`src/rtl/mpw_pkg.sv`:
```
package mpw_pkg;
    localparam int PHY_W  = 5;
    localparam int REG_W  = 5;
    localparam int HALF_W = 16;
    localparam int WORD_W = 2 * HALF_W;

    typedef enum logic [1:0] {
        KIND_NONE = 2'd0,
        KIND_PAGE = 2'd1,
        KIND_WIN  = 2'd2
    } acc_kind_e;

    typedef struct packed {
        acc_kind_e kind;
        logic      hi_half;
    } acc_dec_t;

    function automatic logic in_window(input logic [PHY_W-1:0] phy,
                                       input logic [PHY_W-1:0] base,
                                       input int sel_w);
        logic hit;
        hit = 1'b1;
        for (int i = 0; i < PHY_W; i++)
            if (i >= sel_w && phy[i] != base[i]) hit = 1'b0;
        return hit;
    endfunction
endpackage

```
`src/rtl/mpw_decode.sv`:
```
module mpw_decode
    import mpw_pkg::*;
#(
    parameter int             WIN_SEL_W = 3,
    parameter logic [PHY_W-1:0] PAGE_PHY = 5'h1F,
    parameter logic [REG_W-1:0] PAGE_REG = 5'h10,
    parameter logic [PHY_W-1:0] WIN_BASE = 5'h10
) (
    input  logic [PHY_W-1:0] phy,
    input  logic [REG_W-1:0] regn,
    output acc_dec_t         dec
);
    always_comb begin
        dec.hi_half = regn[0];
        if (phy == PAGE_PHY && regn == PAGE_REG)
            dec.kind = KIND_PAGE;
        else if (in_window(phy, WIN_BASE, WIN_SEL_W))
            dec.kind = KIND_WIN;
        else
            dec.kind = KIND_NONE;
    end
endmodule

```
`src/rtl/mpw_page_reg.sv`:
```
module mpw_page_reg #(
    parameter int PAGE_W = 9
) (
    input  logic              clk,
    input  logic              rst,
    input  logic              load,
    input  logic [PAGE_W-1:0] din,
    output logic [PAGE_W-1:0] page
);
    always_ff @(posedge clk) begin
        if (rst)       page <= '0;
        else if (load) page <= din;
    end

    // page moves only on a page-register write
    a_r1_page_hold: assert property (@(posedge clk) disable iff (rst)
        !load |=> $stable(page));
endmodule

```
`src/rtl/mpw_halves.sv`:
```
module mpw_halves
    import mpw_pkg::*;
#(
    parameter int PAGE_W = 9,
    parameter int ADDR_W = 16
) (
    input  logic              clk,
    input  logic              rst,
    input  logic              valid,
    input  logic              write,
    input  acc_dec_t          dec,
    input  logic [ADDR_W-1:0] win_addr,
    input  logic [HALF_W-1:0] wdata,
    input  logic [PAGE_W-1:0] page,
    input  logic [WORD_W-1:0] bus_rdata,
    output logic              bus_req,
    output logic              bus_we,
    output logic [ADDR_W-1:0] bus_addr,
    output logic [WORD_W-1:0] bus_wdata,
    output logic              rsp_valid,
    output logic [HALF_W-1:0] rsp_data
);
    logic [HALF_W-1:0] staged_hi;
    logic [HALF_W-1:0] latched_hi;
    logic [HALF_W-1:0] rsp_next;
    logic              win_acc;
    logic              stage_we;
    logic              bus_rd;

    assign win_acc   = valid && (dec.kind == KIND_WIN);
    assign stage_we  = win_acc && write && dec.hi_half;
    assign bus_req   = win_acc && !dec.hi_half;
    assign bus_we    = write;
    assign bus_addr  = win_addr;
    assign bus_wdata = {staged_hi, wdata};
    assign bus_rd    = bus_req && !write;

    always_comb begin
        case (dec.kind)
            KIND_PAGE: rsp_next = {{(HALF_W-PAGE_W){1'b0}}, page};
            KIND_WIN:  rsp_next = dec.hi_half ? latched_hi : bus_rdata[HALF_W-1:0];
            default:   rsp_next = '1;
        endcase
    end

    always_ff @(posedge clk) begin
        if (rst) begin
            staged_hi  <= '0;
            latched_hi <= '0;
            rsp_valid  <= 1'b0;
            rsp_data   <= '0;
        end else begin
            if (stage_we) staged_hi  <= wdata;
            if (bus_rd)   latched_hi <= bus_rdata[WORD_W-1:HALF_W];
            rsp_valid <= valid && !write;
            if (valid && !write) rsp_data <= rsp_next;
        end
    end

    // staging register changes only on a high-half window write
    a_r3_stage_hold: assert property (@(posedge clk) disable iff (rst)
        !stage_we |=> $stable(staged_hi));
    // latched half changes only on an internal read
    a_r6_latch_hold: assert property (@(posedge clk) disable iff (rst)
        !bus_rd |=> $stable(latched_hi));
    // response follows each read by one cycle
    a_r9_rsp_after_read: assert property (@(posedge clk) disable iff (rst)
        (valid && !write) |=> rsp_valid);
    // no response without a read
    a_r9_no_rsp_otherwise: assert property (@(posedge clk) disable iff (rst)
        !(valid && !write) |=> !rsp_valid);
endmodule

```
`src/rtl/mdio_page_bridge.sv`:
```
module mdio_page_bridge
    import mpw_pkg::*;
#(
    parameter int             PAGE_W    = 9,
    parameter int             WIN_SEL_W = 3,
    parameter logic [PHY_W-1:0] PAGE_PHY = 5'h1F,
    parameter logic [REG_W-1:0] PAGE_REG = 5'h10,
    parameter logic [PHY_W-1:0] WIN_BASE = 5'h10,
    localparam int            ADDR_W    = PAGE_W + WIN_SEL_W + REG_W - 1
) (
    input  logic              clk,
    input  logic              rst,
    input  logic              mdio_valid,
    input  logic              mdio_write,
    input  logic [PHY_W-1:0]  mdio_phy,
    input  logic [REG_W-1:0]  mdio_reg,
    input  logic [HALF_W-1:0] mdio_wdata,
    output logic              mdio_rvalid,
    output logic [HALF_W-1:0] mdio_rdata,
    output logic              reg_req,
    output logic              reg_we,
    output logic [ADDR_W-1:0] reg_addr,
    output logic [WORD_W-1:0] reg_wdata,
    input  logic [WORD_W-1:0] reg_rdata
);
    acc_dec_t          dec;
    logic [PAGE_W-1:0] page;
    logic              page_load;
    logic [ADDR_W-1:0] win_addr;

    mpw_decode #(
        .WIN_SEL_W(WIN_SEL_W), .PAGE_PHY(PAGE_PHY),
        .PAGE_REG(PAGE_REG), .WIN_BASE(WIN_BASE)
    ) u_dec (
        .phy(mdio_phy), .regn(mdio_reg), .dec(dec)
    );

    assign page_load = mdio_valid && mdio_write && (dec.kind == KIND_PAGE);

    mpw_page_reg #(.PAGE_W(PAGE_W)) u_page (
        .clk(clk), .rst(rst), .load(page_load),
        .din(mdio_wdata[PAGE_W-1:0]), .page(page)
    );

    assign win_addr = {page, mdio_phy[WIN_SEL_W-1:0], mdio_reg[REG_W-1:1]};

    mpw_halves #(.PAGE_W(PAGE_W), .ADDR_W(ADDR_W)) u_halves (
        .clk(clk), .rst(rst), .valid(mdio_valid), .write(mdio_write),
        .dec(dec), .win_addr(win_addr), .wdata(mdio_wdata), .page(page),
        .bus_rdata(reg_rdata), .bus_req(reg_req), .bus_we(reg_we),
        .bus_addr(reg_addr), .bus_wdata(reg_wdata),
        .rsp_valid(mdio_rvalid), .rsp_data(mdio_rdata)
    );

    // accesses outside page register and window never reach the bus
    a_r7_outside_quiet: assert property (@(posedge clk) disable iff (rst)
        (mdio_valid && dec.kind == KIND_NONE) |-> !reg_req);
    // high-half writes never reach the bus
    a_r3_odd_write_no_bus: assert property (@(posedge clk) disable iff (rst)
        (mdio_valid && mdio_write && mdio_reg[0]) |-> !reg_req);
endmodule

```
`config.mk`:
```
export PLATFORM = sky130hd
export DESIGN_NAME = mdio_page_bridge
export DESIGN_NICKNAME = d
export VERILOG_FILES = /design/src/rtl/mpw_pkg.sv /design/src/rtl/mpw_decode.sv /design/src/rtl/mpw_page_reg.sv /design/src/rtl/mpw_halves.sv /design/src/rtl/mdio_page_bridge.sv
export SDC_FILE = /design/constraint.sdc
export NUM_CORES = 1
export LEC_CHECK = 0
export ABC_CLOCK_PERIOD_IN_PS = 3420
export BUFFER_PORTS_ARGS = -buffer_cell sky130_fd_sc_hd__buf_2
export CAP_MARGIN = 20
export CORE_AREA = 2 2 87 89
export CTS_CLUSTER_DIAMETER = 40
export DETAILED_ROUTE_END_ITERATION = 8
export DIE_AREA = 0 0 89 91
export PLACE_DENSITY = 0.78
export SLEW_MARGIN = 10
export SYNTH_ARGS = -nofsm -noshare
export SYNTH_HDL_FRONTEND = slang
export SYNTH_HIERARCHICAL = 1
export SYNTH_SLANG_ARGS = --single-unit
```
`constraint.sdc`:
```
create_clock -name clk -period 3.42 [get_ports clk]
set_clock_uncertainty 0.15 [all_clocks]
set_input_delay 0 -clock clk [delete_from_list [all_inputs] [get_ports clk]]
set_output_delay 0 -clock clk [all_outputs]
set_load 0.05 [all_outputs]
```
Word-level counts from Yosys, hierarchy flattened
Index checks and enable logic that the tools add are counted.
{"block": "classes", "n_eq_ne": 4, "muxes": 7, "n_reduce_logical": 11}
{"operator": "$pmux 16 s2", "n": 1}
{"operator": "$mux 16", "n": 1}
{"operator": "$eq 5x5->1 const B", "n": 2}
{"operator": "$logic_and 1x1->1", "n": 9}
{"operator": "$mux 2", "n": 2}
{"operator": "$mux 1", "n": 3}
{"operator": "$eq 2x1->1 const B", "n": 1}
{"operator": "$eq 2x2->1 const B", "n": 1}
{"operator": "$logic_not 1->1", "n": 2}
{"block": "word_totals", "ff_bits": 58, "out_inout_bits": 67, "word_cells": 27}

Depth between registers and ports, before layout
{"block": "depth", "depth_word": 9, "mapped_depth": 9, "depth_no_buf": 7}

Modules after synthesis
The synthesis kept the hierarchy.
{"mod": "mpw_halves", "instances": 1, "cells_each": 270, "area_each_um2": 2384.8, "seq_area_each_um2": 980.9}
{"mod": "mpw_page_reg", "instances": 1, "cells_each": 29, "area_each_um2": 319.1, "seq_area_each_um2": 180.2}
{"mod": "mpw_decode", "instances": 1, "cells_each": 5, "area_each_um2": 43.8, "seq_area_each_um2": 0.0}
{"mod": "mdio_page_bridge", "instances": 1, "cells_each": 1, "area_each_um2": 10.0, "seq_area_each_um2": 0.0}

Worst setup path before layout
Ideal clock, no wire load.
{"block": "synth_path", "path_type": "input-to-reg", "start": "input port mdio_reg[2]", "end": "register u_halves.rsp_data[0]", "setup_ns": 0.120, "t_arrival_ns": 1.531, "required_ns": 3.150, "setup_slack_ns": 1.619, "path_stages": 8, "path_buffers": 1, "cell_sequence": "nand4b_1 -> nor4_2 -> inv_1 -> ha_1 -> or3b_1 -> buf_6 -> a221oi_2 -> nor2_1"}
{"element": "start, declared", "line": "mdio_page_bridge.sv:16", "text": "input logic [REG_W-1:0] mdio_reg,"}
{"element": "end signal, assigned", "line": "mpw_halves.sv:56", "text": "if (valid && !write) rsp_data <= rsp_next;"}
{"element": "end, declared", "line": "mpw_halves.sv:21", "text": "output logic [HALF_W-1:0] rsp_data"}

==> results_dict.tcl <==
set metrics [dict create \
    status "complete, no violations" \
    die_area_sq_um 8099 \
    finalSetupTns_ns 0 \
    synthToLayoutAreaGrowth_pct 39.29 \
    critPathLaunchType "input pin" \
    yosys.area.top_type "dfxtp_1" \
    grt_overflow 0 \
    grt_max_degree 45 \
    clkSlewWorstSetupHoldPaths_ns 0.07 \
    worst-path-buf-inv 2 \
    cp_slowest_stage_delay_ns 0.73 \
    synthSimpleGateAreaFrac_pct 17.33 \
    max-clock-path-buffers 2 \
    rsz0062_at_grt "no" \
    final-seq-area_sq_um 1161 \
    power_density_nw_per_um2 443.6 \
    synth-xor-area-share_pct 0 \
    fillers 678 \
    fin_crit_sh_pct 69.52 \
    yosysSeqAreaShare_pct 42.11 \
    tritoncts "yes" \
    vias 2557 \
    track_usage_pct 18.52 \
    dp_slack_ns 0.6843 \
    synth_top_family_by_area "simple AND/OR/NAND/NOR gates" \
    firstDrtPassIters 4 \
    synth_top_area_share_pct 42.11 \
    drt_wl_total_mm 7.749 \
    cp.depth 7 \
    syn-cell-area_sq_um 2758 \
    power.total_mw 1.704 \
    cts_max_level 3 \
    p_sw_uw 472.7 \
    clock-sinks 58 \
    required_ns 3.47 \
    clk_latency_ns 0.33 \
    die_w_um 89 \
    crit_type "in2reg" \
    die_h_um 91 \
    pwr-share-comb_pct 17.9 \
    gp_congestion 0.8104 \
    final_nets 504 \
    dpl.hpwl_mm 5.297 \
    synth_edf_count 0 \
    grt_first_pass_wirelength_mm 11.61 \
    ios 129 \
    root_buffer "clkbuf_8" \
    min_path_type "in2reg" \
    ys_seq_elements 58 \
    port_buffers 128 \
    antenna_left 0 \
    worst_path_max_delay_cell "ha_1" \
    start_util_pct 38.64 \
    antenna_found_initial 0 \
    layout-drive-gt1-share_pct 37.98 \
    rows 31 \
    drv_slew 0 \
    maxCapViolations 0 \
    multiInputGateArea_sq_um 1182 \
    cts_resized 0 \
    routed_via_density 4.700 \
    p_int_mw 1.231 \
    r2r_cells 3 \
    netSwitchingFraction_pct 27.74 \
    wire_per_inst_um 14.24 \
    synthMuxAreaShare_pct 9.755 \
    fmax_mhz 420.6 \
    async_flop_share_pct 0 \
    first_global_vias 2451 \
    fin_crit_ns 2.377 \
    setup_viol 0 \
    cts_made_buffers 9 \
    ir_drop_mv 0.1887 \
    relSlewSlack_pct 41.06 \
    hold_path_depth 3 \
    cp-end-kind "flip-flop" \
    ys_warn_count 6 \
    utilization_pct 53.82 \
    cp_max_fo 22 \
    synth_compound_area_share_pct 14.88 \
    ys_top_cells_by_count "nand2_1 (71), dfxtp_1 (58), buf_4 (36)" \
    postSynthAreaPerCell_sq_um 9.041 \
    crit_chain "buf_2 -> nor4_2 -> inv_1 -> ha_1 -> nand4bb_1 -> nand2_1 -> a21oi_1" \
    synth-adder-area-share_pct 0.9074 \
    leakagePower_nw 1.736 \
    synth_cell_types 30 \
    place_area_sq_um 3142 \
    ys.flop_type "dfxtp_1" \
    cp_top_family "simple AND/OR/NAND/NOR gates" \
    antenna_cells 0 \
    arrival_ns 2.43 \
    core-area_sq_um 7137 \
    worst_pin_slew_ns 0.8842 \
    synthCells 305 \
    final_area_sq_um 3841 \
    syn_nets 369 \
    finalHoldViolations 0 \
    power_frac_seq_pct 41.2 \
    synth_most_common_cell "nand2_1" \
    synth_area_leaders "dfxtp_1 (42%), buf_4 (9.8%), nand2_1 (9.7%), a21oi_1 (5.8%), mux2i_1 (5.8%)" \
    drt_iter0_drc 73 \
    drc 0 \
    setup_ws_ns 1.043 \
    power_frac_clock_pct 40.9 \
]
## through the flow
step / std cells / hold slack, ns
3_5_place_dp: 480 / 0.09702
3_3_place_gp: 480 / 0.09910
5_1_grt: 544 / 0.07370
6_report: 544 / 0.05679
2_1_floorplan: 305 / -0.01404
4_1_cts: 544 / 0.04086
## metal layers
metal	global-route usage, %	up-vias	routed length [um]
met5	0	-	0
met4	8.085	0	143
met3	4.091	14	515
met2	31.65	99	3657
met1	21.77	1170	3433
li1	-	1274	-
## worst register-to-register path, delay by kind of cell, from the launching register on
family	cells	cell delay, ns
AO/OA/AOI/OAI	1	0.23
multiplexers	1	0.28
flip-flops	1	0.32
AND/OR/NAND/NOR	1	0.07
## cell type report
type,count,area share (%)
clock buffer,11,3.681
clock inverter,5,2.020
inverter,3,0.2932
multi-input combinational,189,30.78
sequential,58,30.23
tap,99,3.225
timing repair buffer,179,29.77
## power by group through the flow
| stage | Combinational (mW) | Sequential [mW] | Clock (mW) |
|---|---|---|---|
| 4_1_cts | 0.303 | 0.702 | 0.714 |
| 3_5_place_dp | 0.261 | 0.717 | 0 |
| 5_1_grt | 0.324 | 0.704 | 0.738 |
| 2_1_floorplan | 0.146 | 0.772 | 0 |
| 3_3_place_gp | 0.258 | 0.717 | 0 |
| 6_report | 0.304 | 0.702 | 0.697 |
## flip-flops by register name, summed over array words and instances, names as in the netlist
name / flops
u_halves/staged_hi: 16
u_halves/rsp_valid: 1
u_halves/latched_hi: 16
u_page/page: 9
u_halves/rsp_data: 16
## worst paths after layout
check                                       startpoint                     end  slack (ns)
worst max-delay path                       mdio_reg[0]  u_halves/latched_hi[9]        1.04
worst min-delay path                               rst          u_page/page[1]        0.06
worst max register to register  u_halves/latched_hi[4]    u_halves/rsp_data[4]        2.26
worst min register to register  u_halves/staged_hi[12]  u_halves/staged_hi[12]        0.30
## cells by family (layout without fill, tap and decap cells)
| group | count (synthesis) | in the layout |
|---|---|---|
| AO/OA/AOI/OAI | 57 | 57 |
| buffers and inverters | 58 | 198 |
| AND/OR/NAND/NOR | 105 | 105 |
| adder cells (fa/ha/maj) | 2 | 2 |
| multiplexers | 25 | 25 |
| flip-flops | 58 | 58 |
## cell usage in the layout (no fill, tap or decap), types with 3 or more instances in the layout
cell type,netlist,routed
a21oi_1,32,32
a221oi_2,9,9
a32o_1,7,7
buf_2,5,128
buf_4,36,3
clkbuf_8,0,10
dfxtp_1,58,58
dlygate4sd3_1,0,48
inv_1,3,3
mux2_2,7,7
mux2i_1,16,16
nand2_1,71,71
nor2_1,19,19
nor2b_1,3,3
o21ai_0,9,9
## timing repair
item                      4_1_cts  5_1_grt
setup buffers                   0        0
hold buffers                   48        0
hold endpoints to repair       57        0
Power figures use the tool's default switching activity.
